--- config.mk ---
export PLATFORM = sky130hd
export DESIGN_NAME = strobed_reg_if
export DESIGN_NICKNAME = d
export VERILOG_FILES = /design/src/rtl/strobed_reg_if_pkg.sv /design/src/rtl/strobed_reg_if_ctrl.sv /design/src/rtl/strobed_reg_if_dpath.sv /design/src/rtl/strobed_reg_if.sv
export SDC_FILE = /design/constraint.sdc
export NUM_CORES = 1
export LEC_CHECK = 0
export BUFFER_PORTS_ARGS = -buffer_cell sky130_fd_sc_hd__buf_2
export CAP_MARGIN = 20
export CORE_MARGIN = 2
export CORE_UTILIZATION = 38
export DETAILED_ROUTE_END_ITERATION = 6
export GPL_TIMING_DRIVEN = 0
export SYNTH_ARGS = -nofsm -noshare
export SYNTH_HDL_FRONTEND = slang
export SYNTH_SLANG_ARGS = --single-unit
--- constraint.sdc ---
create_clock -name clk -period 1.65 [get_ports clk]
set_input_delay 0.165 -clock clk [delete_from_list [all_inputs] [get_ports clk]]
set_output_delay 0.165 -clock clk [all_outputs]
set_load 0.005 [all_outputs]
--- src/rtl/strobed_reg_if_pkg.sv ---
package strobed_reg_if_pkg;

  localparam int SEL_W = 2;

  // Control-to-datapath strobes
  typedef struct packed {
    logic             loadRd;   // capture read source into shifter
    logic             shiftEn;  // shift one bit
    logic             commit;   // store shifter into write register
    logic             clrIrq;   // status read started
    logic [SEL_W-1:0] sel;      // register select for load/commit
  } ctrl_t;

  localparam logic [SEL_W-1:0] SEL_RX   = 2'd0;
  localparam logic [SEL_W-1:0] SEL_STAT = 2'd1;

endpackage

--- src/rtl/strobed_reg_if_ctrl.sv ---
module strobed_reg_if_ctrl
  import strobed_reg_if_pkg::*;
#(
  parameter int DATA_W = 8
) (
  input  logic  clk,
  input  logic  rstN,
  input  logic  serEn,
  input  logic  serStrobe,
  input  logic  rdNotWr,
  input  logic  selLo,
  input  logic  selHi,
  output ctrl_t ctrl
);

  localparam int CNT_W = $clog2(DATA_W + 1) + 1;
  localparam logic [CNT_W-1:0] CNT_FULL = CNT_W'(DATA_W);
  localparam logic [CNT_W-1:0] CNT_MAX  = '1;

  logic             enQ;
  logic             strobeQ;
  logic             rdLatched;
  logic [SEL_W-1:0] selLatched;
  logic [CNT_W-1:0] bitCnt;

  logic enRise;
  logic enFall;
  logic strobeRise;
  logic [SEL_W-1:0] selNow;

  assign selNow     = {selHi, selLo};
  assign enRise     = serEn & ~enQ;
  assign enFall     = ~serEn & enQ;
  assign strobeRise = serStrobe & ~strobeQ;

  always_ff @(posedge clk) begin
    if (!rstN) begin
      enQ        <= 1'b0;
      strobeQ    <= 1'b0;
      rdLatched  <= 1'b0;
      selLatched <= '0;
      bitCnt     <= '0;
    end else begin
      enQ     <= serEn;
      strobeQ <= serStrobe;
      if (enRise) begin
        rdLatched  <= rdNotWr;
        selLatched <= selNow;
        bitCnt     <= '0;
      end else if (ctrl.shiftEn && bitCnt != CNT_MAX) begin
        bitCnt <= bitCnt + 1'b1;
      end
    end
  end

  always_comb begin
    ctrl.loadRd  = enRise & rdNotWr;
    ctrl.shiftEn = serEn & enQ & strobeRise;
    ctrl.commit  = enFall & ~rdLatched & (bitCnt == CNT_FULL);
    ctrl.clrIrq  = enRise & rdNotWr & (selNow == SEL_STAT);
    ctrl.sel     = enRise ? selNow : selLatched;
  end

endmodule

--- src/rtl/strobed_reg_if_dpath.sv ---
module strobed_reg_if_dpath
  import strobed_reg_if_pkg::*;
#(
  parameter int DATA_W = 8,
  parameter int NUM_WR = 4
) (
  input  logic                     clk,
  input  logic                     rstN,
  input  ctrl_t                    ctrl,
  input  logic                     dataIn,
  input  logic [DATA_W-1:0]        rxData,
  input  logic [DATA_W-1:0]        rxStatus,
  input  logic                     rxNew,
  input  logic                     statNew,
  output logic                     dataOut,
  output logic                     irq,
  output logic [NUM_WR*DATA_W-1:0] wrRegs
);

  logic [DATA_W-1:0] shifter;
  logic [DATA_W-1:0] rdSource;

  always_comb begin
    case (ctrl.sel)
      SEL_RX:   rdSource = rxData;
      SEL_STAT: rdSource = rxStatus;
      default:  rdSource = '0;
    endcase
  end

  always_ff @(posedge clk) begin
    if (!rstN) begin
      shifter <= '0;
    end else if (ctrl.loadRd) begin
      shifter <= rdSource;
    end else if (ctrl.shiftEn) begin
      shifter <= {dataIn, shifter[DATA_W-1:1]};
    end
  end

  assign dataOut = shifter[0];

  for (genvar g = 0; g < NUM_WR; g++) begin : g_wr
    logic [DATA_W-1:0] regQ;
    always_ff @(posedge clk) begin
      if (!rstN) begin
        regQ <= '0;
      end else if (ctrl.commit && ctrl.sel == SEL_W'(g)) begin
        regQ <= shifter;
      end
    end
    assign wrRegs[g*DATA_W +: DATA_W] = regQ;
  end

  always_ff @(posedge clk) begin
    if (!rstN) begin
      irq <= 1'b0;
    end else if (rxNew || statNew) begin
      irq <= 1'b1;
    end else if (ctrl.clrIrq) begin
      irq <= 1'b0;
    end
  end

endmodule

--- src/rtl/strobed_reg_if.sv ---
module strobed_reg_if
  import strobed_reg_if_pkg::*;
#(
  parameter int DATA_W = 8
) (
  input  logic              clk,
  input  logic              rstN,
  input  logic              serEn,
  input  logic              serStrobe,
  input  logic              rdNotWr,
  input  logic              selLo,
  input  logic              selHi,
  input  logic              dataIn,
  output logic              dataOut,
  output logic              dataOe,
  output logic              irq,
  input  logic [DATA_W-1:0] rxData,
  input  logic [DATA_W-1:0] rxStatus,
  input  logic              rxNew,
  input  logic              statNew,
  output logic [DATA_W-1:0] clkCfg,
  output logic [DATA_W-1:0] uartCfg,
  output logic [DATA_W-1:0] txData,
  output logic [DATA_W-1:0] portExt
);

  localparam int NUM_WR = 4;

  ctrl_t                    ctrl;
  logic [NUM_WR*DATA_W-1:0] wrRegs;

  strobed_reg_if_ctrl #(.DATA_W(DATA_W)) u_ctrl (
    .clk       (clk),
    .rstN      (rstN),
    .serEn     (serEn),
    .serStrobe (serStrobe),
    .rdNotWr   (rdNotWr),
    .selLo     (selLo),
    .selHi     (selHi),
    .ctrl      (ctrl)
  );

  strobed_reg_if_dpath #(.DATA_W(DATA_W), .NUM_WR(NUM_WR)) u_dpath (
    .clk      (clk),
    .rstN     (rstN),
    .ctrl     (ctrl),
    .dataIn   (dataIn),
    .rxData   (rxData),
    .rxStatus (rxStatus),
    .rxNew    (rxNew),
    .statNew  (statNew),
    .dataOut  (dataOut),
    .irq      (irq),
    .wrRegs   (wrRegs)
  );

  assign dataOe  = serEn & rdNotWr;
  assign clkCfg  = wrRegs[0*DATA_W +: DATA_W];
  assign uartCfg = wrRegs[1*DATA_W +: DATA_W];
  assign txData  = wrRegs[2*DATA_W +: DATA_W];
  assign portExt = wrRegs[3*DATA_W +: DATA_W];

endmodule

# Word level (Yosys, flattened, before mapping)
# Index checks and enable logic that the tools add are counted.
# W data, S select, Z words.
totals:
  ff_bits: 51
  input_bits: 26
  out_inout_bits: 35
  wordCells: 49
classes:
  add_sub_neg: 1
  n_eq_ne: 6
  n_mux: 6
  bitwise_logic: 15
  reduce_logical: 10
op_table:
  columns: ["operator", "count"]
  rows:
  - ["$mux W8", 2]
  - ["$pmux W8 S2", 1]
  - ["$and A1 B1 Y1", 10]
  - ["$add A5 B1 Y5 const B", 1]
  - ["$eq A5 B4 Y1 const B", 1]
  - ["$logic_and A1 B1 Y1", 5]
  - ["$ne A5 B5 Y1 const B", 1]
  - ["$not A1 Y1", 5]
  - ["$eq A2 B1 Y1 const B", 2]
  - ["$eq A2 B2 Y1 const B", 2]
  - ["$reduce_bool A2 Y1", 2]
  - ["$logic_not A2 Y1", 1]
  - ["$mux W1", 2]
  - ["$mux W2", 1]
  - ["$reduce_or A2 Y1", 1]
  - ["$logic_or A1 B1 Y1", 1]

# Longest topological paths before layout
logic_depth:
  word_depth: 6
  ltp_mapped: 7
  depth_no_buf: 6

# Modules after synthesis
# Synthesis repeated with hierarchy kept, for this count alone.
hier_totals:
  hier_cells: 209
  area_unflattened_um2: 2113.3
modules_own_cells:
  columns: ["module", "instances", "cells_each", "area_each_um2", "seq_area_each_um2"]
  rows:
  - ["strobed_reg_if_dpath", 1, 156, 1630.3, 820.8]
  - ["strobed_reg_if_ctrl", 1, 52, 476.7, 200.2]
  - ["strobed_reg_if", 1, 1, 6.3, 0.0]

# Worst setup path before layout
# No wires, ideal clock.
synth_path:
  path_type: "register to register"
  from: "register u_ctrl.bitCnt[0]"
  to: "register u_ctrl.bitCnt[2]"
  setup_time_ps: 117
  t_arrival_ps: 1296
  required_ps: 1533
  path_slack_ps: 237
  stages_incl_launch_ff: 7
  n_path_buf: 0
  period_less_slack_ps: 1413
  path_cell_list: "dfxtp_1 -> ha_1 -> and3_1 -> ha_1 -> nor3b_1 -> xnor2_1 -> nor2_1"
synth_between:
  elab_chain_cells: 2
  word_cells_on_any_way: 3
  classes_between: "add/sub: 1; eq/ne: 1; reduce/logical: 1"
synth_rtl:
  columns: ["item", "line_no", "text"]
  rows:
  - ["from (decl)", "strobed_reg_if_ctrl.sv:24", "logic [CNT_W-1:0] bitCnt;"]
  - ["from (signal assigned)", "strobed_reg_if_ctrl.sv:51", "bitCnt <= bitCnt + 1'b1;"]
  - ["parallel branches: the longest is 2 deep, another holds $add A5 B1 Y5", null, null]
# Parallel ways; which one is timed is not known.
# A chain may end at the register's enable or synchronous reset.

# Worst setup path after layout
layout_path:
  from: "register u_ctrl.bitCnt[0]"
  to: "register u_ctrl.bitCnt[3]"
# Same word-level chain as after synthesis.

==> metrics.md <==
| Metric | Value |
|---|---|
| Status | complete, no violations |
| Gr ovfl total | 0 |
| Least-Margin Pin Slew | 546 ps |
| Flop2flop setup slack | 100 ps |
| Vias in the first global route | 1933 |
| Chip height | 81.9 um |
| RR Endpoint | u_ctrl.bitCnt[3] |
| Critical Path, Cell by Cell | ha_1 -> and3_1 -> ha_1 -> nor3_1 -> xnor2_1 -> nor2_1 |
| Layout Nets | 357 |
| Peak VDD IR | 0.332 mV |
| CTS Hold Bufs | 0 |
| Min-delay src | statNew |
| Final Setup Violations | 0 |
| # DRC | 0 |
| Yosys top cell by area | dfxtp_1 |
| Tot GR Track Use | 19.6% |
| Prevailing post-synth register cell | dfxtp_1 |
| Total power | 2250 uW |
| Syn Nets | 290 |
| Pwr per Cell Area | 803 mW/mm2 |
| Layout fillers | 607 |
| Clk sinks | 51 |
| Hold path depth | 3 |
| Fraction of layout cells with a size suffix above 1 | 29.8% |
| Final Non-Filler Cells | 404 |
| Area of the multi-input gates | 0.00116 mm2 |
| TritonCTS Buffers | 5 |
| Seq/Total Area, Yosys | 44.3% |
| Worst reg2reg startpoint | u_ctrl.bitCnt[0] |
| Post-route ant nets | 0 |
| Worst hold path class | in2reg |
| First-pass GRT wire length | 9910 um |
| Detailed Route WL | 6250 um |
| Max_cap viols | 0 |
| Most frequent CP cell | ha_1 |
| DR vias | 2171 |
| Full die area | 0.00670 mm2 |
| CTS tree | yes |
| DR WL/cell | 15.5 um |
| Critical path startpoint category | flip-flop |
| Yosys Warn Count | 0 |
| Die Width | 81.9 um |
| Hold Path End | u_dpath.irq |
| Final Max Tran Viols | 0 |
| Post-DP HPWL | 4480 um |
| Std-Cell Rows | 28 |
| Area Growth Syn to Fin | 21.3% |
| Synth top area share | 44.3% |
| Drt initial violations | 158 |
| Post-Syn Instances | 261 |
| Period minus WS final | 1550 ps |
| Clock Pin Slew Worst Setup and Hold Paths | 90 ps |
| Area of the core | 0.00589 mm2 |
| Top post-synthesis cells by area | dfxtp_1 44%, nand3_1 9.1%, a21oi_1 8.3%, o21ai_0 6.1%, a22oi_1 2.3% |
| Library cells used by synthesis | 39 |
| H-tree depth | 2 |
| Synth Register Bits | 51 |
| 1st-pass router iterations | 4 |
| Initial Util | 39.2% |
| RSZ-0062 raised after global routing | false |
| Count leader, synth | dfxtp_1 |
| Largest stage delay, worst path | 360 ps |
| Largest net degree at the start of global routing | 16 |
| Worst slew margin relative to its limit | 63.6% |
| Critical path type | reg2reg |
| Leakage | 0.00111 uW |
| Antenna Cells | 0 |
| Req. time, crit path | 1850 ps |
| Port bufs | 59 |
| Mapped Avg Cell Area | 8.83 um2 |
| Fmax | 0.646 GHz |
| Sum Neg Setup Slack | 0 ps |
| Fraction of registers with async set/reset | 0% |
| Max clock buf depth | 2 |
| Fin worst setup slack | 103 ps |
| CP max stage cell | dfxtp_1 |
| RD Place Congestion | 0.819 |
| Final count of hold timing violations | 0 |
| Max FO, Critical Path | 5 |
| CP Capture Type | flip-flop |
| List of most frequent post-synthesis cells | 51 x dfxtp_1, 42 x nand3_1, 38 x a21oi_1, 28 x o21ai_0, 12 x nor2_1 |
| Worst Reg-to-Reg Cells | 6 |
| Number of synthesized flops with an enable pin | 0 |
| Clock Skew | 8.89 ps |
| Worst EP arrival | 1740 ps |
| Placed Cells | 395 |
| Fin crit share | 93.8% |
| Initial antenna violation count | 0 |
| Skew-Pair Late Insertion Delay | 310 ps |
| Storage element area | 0.00102 mm2 |
| Post-Syn Area | 0.00230 mm2 |
| Clock Tree Root | clkbuf_8 |
| Vias/cell | 5.37 |
| IO Pins | 61 |
| Place WS | -49.5 ps |
[worst max-delay path by stage]
stage | from | to | slack, ps | cells past startpoint
5_1_grt | u_ctrl.bitCnt[0] | u_ctrl.bitCnt[3] | 30 | 6
2_1_floorplan | u_ctrl.bitCnt[0] | u_ctrl.bitCnt[2] | 240 | 6
6_report | u_ctrl.bitCnt[0] | u_ctrl.bitCnt[3] | 100 | 6
4_1_cts | u_ctrl.bitCnt[0] | u_dpath.g_wr[0].regQ[1] | 10 | 6
3_5_place_dp | u_ctrl.bitCnt[0] | u_dpath.g_wr[2].regQ[7] | -50 | 6
3_3_place_gp | u_ctrl.bitCnt[0] | u_dpath.g_wr[2].regQ[7] | 2 | 6
[power breakdown]
group | internal (uW) | switching, uW | total [uW]
sequential | 1250 | 35.6 | 1290
combinational | 98.5 | 139 | 237
clock | 298 | 425 | 722
[cells by family (layout without fill, tap and decap cells)]
group	Yosys count	after routing	share of synthesized area (%)
AND/OR/NAND/NOR	79	79	18.7
flip-flops	51	51	44.3
multiplexers	9	9	5.43
XOR/XNOR	3	3	1.14
buffers and inverters	23	91	5.59
AO/OA/AOI/OAI	93	93	23.2
adder cells (fa/ha/maj)	3	3	1.63
[critical path: cells and delay by family (launching register included)]
| kind | cells | cell delay (ps) |
|---|---|---|
| xor gates and xnor gates | 1 | 140 |
| adders and majority gates | 2 | 450 |
| DFF | 1 | 360 |
| and+or+nand+nor | 3 | 480 |
[placed cells by master, fill, tap and decap left out, types with 3 or more instances in the layout]
master    instances
o21ai_1           9
a21oi_1          38
inv_1             5
xnor2_1           3
o21ai_0          28
and2_1            3
mux2_2            4
clkbuf_1          5
nand2_1           8
nor2_1           12
nand3_1          42
buf_4             4
clkbuf_2          3
a31oi_1           5
dfxtp_1          50
clkbuf_8          5
a22oi_1           7
buf_2            65
ha_1              3
[area by class of cell]
type | count | area share [%]
clock inverter | 2 | 0.447
inverter | 5 | 0.671
multi-input combinational | 187 | 41.5
clock buffer | 6 | 2.60
tap | 75 | 3.36
timing repair buffer | 60 | 10.8
buffer | 18 | 4.07
sequential | 51 | 36.6
[through the flow]
stage / utilization (%) / area (um2) / hold WS (ps)
floorplan: - / 2300 / 286
global placement: 45.8 / 2690 / 378
detailed placement: 45.8 / 2690 / 393
CTS: 47.2 / 2780 / 65.8
global route: 47.5 / 2800 / 114
finish: 47.5 / 2800 / 67.8
[flip-flops by register name (all words and copies together), names as in the netlist]
register           count
u_ctrl.rdLatched       1
u_ctrl.selLatched      2
u_dpath.shifter        8
u_ctrl.strobeQ         1
u_ctrl.bitCnt          5
u_dpath.irq            1
u_ctrl.enQ             1
u_dpath.g_wr.regQ     32
[timing repair]
action                                  CTS  global route
gates resized for setup                   1             6
endpoints found under the setup margin   10            36
setup buffers                             0             1
pin swaps                                 0             1
[routing by layer]
| metal | wire (um) | part of all wire (%) | GRT usage, % |
|---|---|---|---|
| met5 | 0 | 0 | 0 |
| met3 | 396 | 6.3 | 3.08 |
| met1 | 2870 | 46 | 27.2 |
| met4 | 85 | 1.4 | 6.00 |
| met2 | 2900 | 46 | 31.4 |
Note: power is estimated with default switching activity, not from simulation.
